File: config.mk
export PLATFORM = sky130hd
export DESIGN_NAME = rc_seq_top
export DESIGN_NICKNAME = d
export VERILOG_FILES = /design/src/rtl/rc_seq_pkg.sv /design/src/rtl/rc_addr_split.sv /design/src/rtl/rc_cmd_encode.sv /design/src/rtl/rc_seq_ctrl.sv /design/src/rtl/rc_seq_top.sv
export SDC_FILE = /design/constraint.sdc
export NUM_CORES = 1
export LEC_CHECK = 0
export BUFFER_PORTS_ARGS = -buffer_cell sky130_fd_sc_hd__buf_2
export CAP_MARGIN = 20
export CORE_UTILIZATION = 40
export DETAILED_ROUTE_END_ITERATION = 8
export PLACE_DENSITY = 0.6
export SKIP_LAST_GASP = 1
export SLEW_MARGIN = 20
export SYNTH_ARGS = -nofsm -noshare
export SYNTH_HDL_FRONTEND = slang
export SYNTH_HIERARCHICAL = 1
export SYNTH_SLANG_ARGS = --single-unit
File: constraint.sdc
create_clock -name clk -period 1.96 [get_ports clk]
set_clock_uncertainty 0.2 [all_clocks]
set_input_delay 0.196 -clock clk [delete_from_list [all_inputs] [get_ports clk]]
set_output_delay 0.196 -clock clk [all_outputs]
set_load 0.05 [all_outputs]
File: src/rtl/rc_seq_pkg.sv
package rc_seq_pkg;

  typedef enum logic [2:0] {
    CMD_DESEL,
    CMD_NOP,
    CMD_ACT,
    CMD_RD,
    CMD_WR
  } rc_cmd_e;

  typedef enum logic [2:0] {
    ST_IDLE,
    ST_CLOSE,
    ST_ACT,
    ST_GAP,
    ST_COL
  } rc_state_e;

  typedef struct packed {
    logic cs_n;
    logic ras_n;
    logic cas_n;
    logic we_n;
  } rc_pins_t;

  // Pin pattern for each command, order cs_n, ras_n, cas_n, we_n
  function automatic rc_pins_t rc_encode(rc_cmd_e c);
    rc_pins_t p;
    case (c)
      CMD_NOP: p = '{cs_n: 1'b0, ras_n: 1'b1, cas_n: 1'b1, we_n: 1'b1};
      CMD_ACT: p = '{cs_n: 1'b0, ras_n: 1'b0, cas_n: 1'b1, we_n: 1'b1};
      CMD_RD:  p = '{cs_n: 1'b0, ras_n: 1'b1, cas_n: 1'b0, we_n: 1'b1};
      CMD_WR:  p = '{cs_n: 1'b0, ras_n: 1'b1, cas_n: 1'b0, we_n: 1'b0};
      default: p = '{cs_n: 1'b1, ras_n: 1'b1, cas_n: 1'b1, we_n: 1'b1};
    endcase
    return p;
  endfunction

endpackage

File: src/rtl/rc_addr_split.sv
module rc_addr_split #(
  parameter int ADDR_W = 8
) (
  input  logic [ADDR_W-1:0]   addr,
  output logic [ADDR_W/2-1:0] row,
  output logic [ADDR_W/2-1:0] col
);
  localparam int HALF_W = ADDR_W / 2;

  function automatic logic [HALF_W-1:0] upper_half(logic [ADDR_W-1:0] a);
    return a[ADDR_W-1 -: HALF_W];
  endfunction

  function automatic logic [HALF_W-1:0] lower_half(logic [ADDR_W-1:0] a);
    return a[HALF_W-1:0];
  endfunction

  assign row = upper_half(addr);
  assign col = lower_half(addr);

  initial begin
    if (ADDR_W % 2 != 0) $error("ADDR_W must be even");
  end
endmodule

File: src/rtl/rc_cmd_encode.sv
module rc_cmd_encode
  import rc_seq_pkg::*;
(
  input  rc_cmd_e cmd,
  output logic    cs_n,
  output logic    ras_n,
  output logic    cas_n,
  output logic    we_n
);
  rc_pins_t pins;
  assign pins  = rc_encode(cmd);
  assign cs_n  = pins.cs_n;
  assign ras_n = pins.ras_n;
  assign cas_n = pins.cas_n;
  assign we_n  = pins.we_n;
endmodule

File: src/rtl/rc_seq_ctrl.sv
module rc_seq_ctrl
  import rc_seq_pkg::*;
#(
  parameter int HALF_W  = 4,
  parameter int ACT_GAP = 2
) (
  input  logic              clk,
  input  logic              rst_n,
  input  logic              req_valid,
  input  logic              req_write,
  input  logic [HALF_W-1:0] req_row,
  input  logic [HALF_W-1:0] req_col,
  output rc_cmd_e           cmd,
  output logic [HALF_W-1:0] bus_addr,
  output logic              ready,
  output logic              row_open,
  output logic              accept,
  output logic              hit
);
  localparam int GAP_CW = (ACT_GAP < 2) ? 1 : $clog2(ACT_GAP);
  localparam logic [GAP_CW-1:0] GAP_LAST = GAP_CW'((ACT_GAP > 0) ? ACT_GAP - 1 : 0);

  rc_state_e         state_q, state_d;
  logic              open_q, open_d;
  logic [HALF_W-1:0] open_row_q, open_row_d;
  logic [HALF_W-1:0] pend_row_q, pend_row_d;
  logic [HALF_W-1:0] pend_col_q, pend_col_d;
  logic              pend_wr_q, pend_wr_d;
  logic [GAP_CW-1:0] gap_q, gap_d;

  assign ready    = (state_q == ST_IDLE) || (state_q == ST_COL);
  assign accept   = ready && req_valid;
  assign hit      = open_q && (req_row == open_row_q);
  assign row_open = open_q;

  always_comb begin
    state_d    = state_q;
    open_d     = open_q;
    open_row_d = open_row_q;
    pend_row_d = pend_row_q;
    pend_col_d = pend_col_q;
    pend_wr_d  = pend_wr_q;
    gap_d      = gap_q;
    case (state_q)
      ST_IDLE, ST_COL: begin
        if (accept) begin
          pend_row_d = req_row;
          pend_col_d = req_col;
          pend_wr_d  = req_write;
          if (hit)         state_d = ST_COL;
          else if (open_q) state_d = ST_CLOSE;
          else             state_d = ST_ACT;
        end else begin
          state_d = ST_IDLE;
        end
      end
      ST_CLOSE: begin
        open_d  = 1'b0;
        state_d = ST_ACT;
      end
      ST_ACT: begin
        open_d     = 1'b1;
        open_row_d = pend_row_q;
        gap_d      = '0;
        state_d    = (ACT_GAP == 0) ? ST_COL : ST_GAP;
      end
      ST_GAP: begin
        if (gap_q == GAP_LAST) state_d = ST_COL;
        else                   gap_d   = gap_q + 1'b1;
      end
      default: state_d = ST_IDLE;
    endcase
  end

  always_ff @(posedge clk) begin
    if (!rst_n) begin
      state_q    <= ST_IDLE;
      open_q     <= 1'b0;
      open_row_q <= '0;
      pend_row_q <= '0;
      pend_col_q <= '0;
      pend_wr_q  <= 1'b0;
      gap_q      <= '0;
    end else begin
      state_q    <= state_d;
      open_q     <= open_d;
      open_row_q <= open_row_d;
      pend_row_q <= pend_row_d;
      pend_col_q <= pend_col_d;
      pend_wr_q  <= pend_wr_d;
      gap_q      <= gap_d;
    end
  end

  always_comb begin
    cmd      = CMD_DESEL;
    bus_addr = '0;
    case (state_q)
      ST_CLOSE, ST_GAP: cmd = CMD_NOP;
      ST_ACT: begin
        cmd      = CMD_ACT;
        bus_addr = pend_row_q;
      end
      ST_COL: begin
        cmd      = pend_wr_q ? CMD_WR : CMD_RD;
        bus_addr = pend_col_q;
      end
      default: cmd = CMD_DESEL;
    endcase
  end

  // a hit keeps the sequencer ready in the following cycle
  p_hit_stays_ready_r5: assert property (@(posedge clk) disable iff (!rst_n)
    (accept && hit) |=> ready);

  // a miss with a row open makes the following cycle busy
  p_miss_goes_busy_r6: assert property (@(posedge clk) disable iff (!rst_n)
    (accept && !hit && row_open) |=> !ready);
endmodule

File: src/rtl/rc_seq_top.sv
module rc_seq_top
  import rc_seq_pkg::*;
#(
  parameter int ADDR_W  = 8,
  parameter int ACT_GAP = 2
) (
  input  logic                clk,
  input  logic                rst_n,
  input  logic                req_valid,
  input  logic                req_write,
  input  logic [ADDR_W-1:0]   req_addr,
  output logic                mem_cs_n,
  output logic                mem_ras_n,
  output logic                mem_cas_n,
  output logic                mem_we_n,
  output logic [ADDR_W/2-1:0] mem_addr,
  output logic                req_ready
);
  localparam int HALF_W = ADDR_W / 2;

  logic [HALF_W-1:0] row_w, col_w;
  rc_cmd_e           cmd_w;
  logic              row_open_w, accept_w, hit_w;

  rc_addr_split #(.ADDR_W(ADDR_W)) u_split (
    .addr (req_addr),
    .row  (row_w),
    .col  (col_w)
  );

  rc_seq_ctrl #(.HALF_W(HALF_W), .ACT_GAP(ACT_GAP)) u_ctrl (
    .clk       (clk),
    .rst_n     (rst_n),
    .req_valid (req_valid),
    .req_write (req_write),
    .req_row   (row_w),
    .req_col   (col_w),
    .cmd       (cmd_w),
    .bus_addr  (mem_addr),
    .ready     (req_ready),
    .row_open  (row_open_w),
    .accept    (accept_w),
    .hit       (hit_w)
  );

  rc_cmd_encode u_enc (
    .cmd   (cmd_w),
    .cs_n  (mem_cs_n),
    .ras_n (mem_ras_n),
    .cas_n (mem_cas_n),
    .we_n  (mem_we_n)
  );

  // Pin-level event wires for the checks below
  logic is_act, is_nop, is_desel, is_col;
  assign is_act   = !mem_cs_n && !mem_ras_n &&  mem_cas_n && mem_we_n;
  assign is_nop   = !mem_cs_n &&  mem_ras_n &&  mem_cas_n && mem_we_n;
  assign is_desel =  mem_cs_n;
  assign is_col   = !mem_cs_n &&  mem_ras_n && !mem_cas_n;

  // row and column strobes never fall together, activate never writes
  p_legal_pins_r2: assert property (@(posedge clk) disable iff (!rst_n)
    !mem_cs_n |-> (is_act || is_nop || is_col));

  // an activate is always followed by a gap NOP
  p_act_then_nop_r4: assert property (@(posedge clk) disable iff (!rst_n)
    is_act |=> is_nop);

  // ready comes back only together with a column command
  p_ready_with_col_r4: assert property (@(posedge clk) disable iff (!rst_n)
    $rose(req_ready) |-> is_col);

  // an activate follows a close NOP or an idle deselect
  p_act_after_quiet_r6: assert property (@(posedge clk) disable iff (!rst_n)
    is_act |-> $past(is_nop || is_desel));

  // a column command needs an open row
  p_col_needs_row_r5: assert property (@(posedge clk) disable iff (!rst_n)
    is_col |-> row_open_w);

  // while busy the bus is never deselected
  p_busy_selected_r8: assert property (@(posedge clk) disable iff (!rst_n)
    !req_ready |-> !mem_cs_n);

  // an idle cycle with no request leaves the bus deselected
  p_idle_desel_r9: assert property (@(posedge clk) disable iff (!rst_n)
    (req_ready && !req_valid) |=> is_desel);

  // the first cycle after reset is deselected and ready
  p_reset_state_r3: assert property (@(posedge clk)
    !rst_n |=> (is_desel && req_ready && !row_open_w));

  logic unused_w;
  assign unused_w = accept_w ^ hit_w;
endmodule

# == Yosys cells after proc, flatten, opt, wreduce, memory -nomap -nowiden ==
# Cells that the tools add are included.
# op_classes
add_sub_neg,1
mul,0
div,0
order_cmp,0
n_eq_ne,10
n_shift,0
muxes,12
n_bitwise,0
n_reduce_logical,9
# ops
operator,count
4-bit case mux with 4 select lines,1
"3-bit by 2-bit equality test with 1-bit output, second input constant",4
3-bit two-way mux,4
3-bit case mux with 4 select lines,1
3-bit case mux with 3 select lines,1
4-bit case mux with 2 select lines,1
"3-bit by 1-bit equality test with 1-bit output, second input constant",2
"3-bit equality test, second input constant",2
4-bit equality test,1
1-bit case mux with 2 select lines,2
2-bit nonzero test,2
2-bit OR reduction,2
3-bit logical NOT,1
1-bit logical AND,2
2-bit two-way mux,1
"2-bit by 1-bit inequality test with 1-bit output, second input constant",1
2-bit AND reduction,1
"1-bit adder, second input constant",1
1-bit logical OR,1
1-bit two-way mux,1
# totals
register_bits,18
latch_bits,0
mem_bits_rw,0
rom_bits,0
inputBits,12
output_inout_bits,9
elab_cells,39
n_memories,0

# == Longest topological paths before layout ==
# depth
word_depth,5
mapped_depth,6
ltp_nobuf,5

# == Hierarchy ==
# The synthesis kept the hierarchy.
# by_module_without_submodules
module,n_inst,cells_per_inst,area_each_um2,seq_area_each_um2
rc_seq_ctrl,1,98,913.4,360.3
rc_addr_split,1,8,60.1,0.0
rc_cmd_encode,1,6,38.8,0.0

# == Least setup slack after synthesis ==
# OpenSTA, ideal clock, no wires.
# synth_path
path_type,reg2out
from,register u_ctrl.state_q[1]
to,output mem_cas_n
arrival_ns,2.451
required_time_ns,1.564
setup_slack_ns,-0.887
path_stages_with_launch,6
path_buffers,1
cell_sequence,dfxtp_1 -> buf_4 -> nor2_1 -> and3_1 -> and3b_1 -> a21oi_1
# synth_via
elab_chain_len,5
elab_cells_between_ends,11
cone_classes,8 x eq/ne; 2 x mux; 1 x reduce/logical
# synth_lines
element,line_no,source
from (decl),rc_seq_ctrl.sv:23,"rc_state_e state_q, state_d;"
from (signal assigned),rc_seq_ctrl.sv:85,state_q <= state_d;
3-bit by 1-bit equality test with 1-bit output / 3-bit by 2-bit equality test with 1-bit output (equally long branches),rc_seq_ctrl.sv:98,case (state_q)
2-bit OR reduction,rc_seq_ctrl.sv:98,
3-bit case mux with 3 select lines (*),rc_seq_ctrl.sv:98,
via cmd_w[2],rc_seq_top.sv:22,rc_cmd_e cmd_w;
"3-bit equality test, or another cell as far along",rc_seq_pkg.sv:29,case (c)
4-bit case mux with 4 select lines (*),rc_seq_pkg.sv:29,
to (decl),rc_seq_top.sv:14,"output logic mem_cas_n,"
# The timed path passes the listed nets; every way through them passes the cells marked *.

# == Worst setup path in the final report ==
# layout_path
from,register u_ctrl.state_q[2]
to,output mem_ras_n
# layout_via
elab_chain_len,5
elab_cells_between_ends,11
cone_classes,8 x eq/ne; 2 x mux; 1 x reduce/logical
# layout_lines
element,line_no,source
3-bit by 1-bit equality test with 1-bit output / 3-bit by 2-bit equality test with 1-bit output (equally long branches),rc_seq_ctrl.sv:98,
2-bit OR reduction,rc_seq_ctrl.sv:98,
3-bit case mux with 3 select lines (*),rc_seq_ctrl.sv:98,
via cmd_w[1],rc_seq_top.sv:22,
"3-bit equality test, or another cell as far along",rc_seq_pkg.sv:29,
4-bit case mux with 4 select lines (*),rc_seq_pkg.sv:29,
to (decl),rc_seq_top.sv:13,"output logic mem_ras_n,"
# Marks and branches as above.

==> run_results.csv <==
group,metric,value,unit
run_status,status,"complete, but fails checks",
run_status,violations,"negative setup slack",
timing,timing.fmax,0.4886,GHz
drt,drt_wl_total,2346,um
timing,fin_ws,-86.64,ps
drt,vias,883,
critical_path,critPathBufInv,1,
synthesis,ys_warn_count,6,
power,switching_share,0.3261,
place,dpl.cell_count,153,
critical_path,cp-end-kind,"primary output",
critical_path,crit_arrival,1650,ps
power,p_seq_frac,0.433,
synthesis,synthesis.nets,123,
power,p_clk_frac,0.248,
global_routing,overflow,0,
synthesis,avgSynthCellArea,9.063,um2
drt,post_drt_wl_per_cell,13.64,um
critical_path,cp_max_fo,4,
critical_path,cp_top_family,"simple AND/OR/NAND/NOR gates",
floorplanning,die_h,52.15,um
global_routing,grt_pass1_vias,723,
finish,design_area,1415,um2
critical_path,reg2regPathDepth,6,
power,cellLeakagePower,0.6018,nW
power,vdd_ir_drop_max,0.0004788,V
global_routing,antenna_found_initial,0,
timing,slew_headroom,0.6981,
critical_path,crit_path_max_incr_delay,410,ps
floorplanning,die_x,52.15,um
drt,drc,0,
finish,stdcell_count,172,
worst_hold_path,hold_depth,2,
power,p_switching,0.0003131,W
critical_path,cp.depth,5,
global_routing,gr-usage-all-layers,0.1824,
clock_tree,insertion_delay,300,ps
power,cellInternalPower,0.0006469,W
clock_tree,tritoncts,"built",
clock_tree,cts_buffer_depth,2,
critical_path,startpoint_type,"register",
drt,dr.pass1.iters,4,
power,power_frac_comb,0.319,
clock_tree,cts_buffers,3,
timing,setup_viol,3,
drt,initialDrtViolationCount,17,
floorplanning,std_cell_rows,17,
place,place_area,1142,um2
critical_path,cp_data_required_time,1560,ps
timing,slew_violations,0,
critical_path,crit_type,"reg -> out",
floorplanning,core_area,2297,um2
timing,rsz0062_at_grt,"true",
floorplanning,start_util,0.4379,
power,power_density,678.4,nW/um2
floorplanning,dieArea,2720,um2
timing,finalHoldViolations,0,
global_routing,grt_first_pass_wirelength,3519,um
finish,nets,157,
place,dpl.hpwl,1442,um
critical_path,cp_slowest_cell,"or3b_1",
place,io_buffers,20,
clock_tree,clk_pin_slew,110,ps
floorplanning,ioPinCount,21,
synthesis,postSynthCellCount,111,
finish,diodes,0,
timing,fin_crit_sh,1.044,
timing,min_period,2047,ps
power,totalPowerFinal,0.0009600,W
finish,layout-drive-gt1-share,0.3750,
clock_tree,cts_root_buffer,"clkbuf_4",
drt,postRouteAntennaNets,0,
place,place.gp.congestion,0.7709,
worst_hold_path,hold_class,"in -> reg",
clock_tree,cts_htree_levels,1,
global_routing,grt_start_max_net_pins,19,
clock_tree,cts_sinks,18,
synthesis,synth_area,1006,um2
finish,most-common-layout-cells,"buf_4 (15), dfxtp_1 (15), buf_2 (12)",
flow_run,drv_cap,0,
place,dp_slack,126.9,ps
critical_path,crit_chain,"nor2b_4 -> nand2b_4 -> a21oi_4 -> or3b_1 -> buf_6",
finish,area_growth,40.67,%
timing,tns,-172.8,ps
drt,via_per_inst,5.134,
timing,worstMarginPinSlew,448.6,ps
flip-flops by register name, indices dropped and copies added, names as in the netlist:
| register | count |
|---|---|
| u_ctrl/pend_wr_q | 1 |
| u_ctrl/gap_q | 1 |
| u_ctrl/state_q | 3 |
| u_ctrl/open_row_q | 4 |
| u_ctrl/pend_col_q | 4 |
| u_ctrl/row_open | 1 |
| u_ctrl/pend_row_q | 4 |
metal layers:
layer	wire (um)	share of wire	track usage
met3	74	0.032	0.05263
met4	15	0.0064	0.03947
met5	0	0	0
met1	1156	0.49	0.2460
met2	1100	0.47	0.2863
worst paths after layout:
check	to	slack, ps	startpoint
worst min-delay path	u_ctrl/gap_q$_SDFFE_PN0P_	70	rst_n
worst max-delay path	mem_ras_n	-90	u_ctrl/state_q[2]$_SDFFE_PN0P_
worst min register to register	u_ctrl/open_row_q[3]$_SDFFE_PN0P_	300	u_ctrl/pend_row_q[3]$_SDFFE_PN0P_
worst max register to register	u_ctrl/state_q[2]$_SDFFE_PN0P_	300	u_ctrl/state_q[1]$_SDFFE_PN0P_
layout make-up:
class,count,area [um2]
fillers,198,882.1
well taps,28,35.03
repair buffers,43,341.6
clock buffers,4,36.28
flip-flops and latches,18,366.6
multi-input cells,78,631.9
inverters,1,3.754
metrics by stage:
step	util	hold slack (ps)
2_1_floorplan	-	124.2
3_3_place_gp	0.4973	256.5
3_5_place_dp	0.4973	267.4
4_1_cts	0.5888	56.58
5_1_grt	0.6160	72.82
6_report	0.6160	66.14
power by group through the flow:
| stage | combinational [W] | sequential (W) | clock [W] |
|---|---|---|---|
| floorplan | 0.000201 | 0.000412 | 0 |
| detailed placement | 0.000241 | 0.000419 | 0 |
| CTS | 0.000288 | 0.000413 | 0.000244 |
| global route | 0.000328 | 0.000420 | 0.000258 |
| global placement | 0.000240 | 0.000418 | 0 |
| finish | 0.000306 | 0.000416 | 0.000238 |
worst register-to-register path, cell delays in order, from the launching register on:
cell      delay (ps)
dfxtp_4          380
buf_6            120
buf_4            150
nor3b_4          160
buf_4            250
a21o_1           150
o2111a_1         200
timing repair:
item | 4_1_cts | 5_1_grt
endpoints found under the setup margin | 8 | 8
hold endpoints to repair | 9 | 0
pin swaps | 6 | 4
setup buffers | 4 | 2
hold buffers | 9 | 0
gates resized for setup | 17 | 16
gates cloned | 0 | 0
No activity file was read; power rests on OpenSTA's default activity.
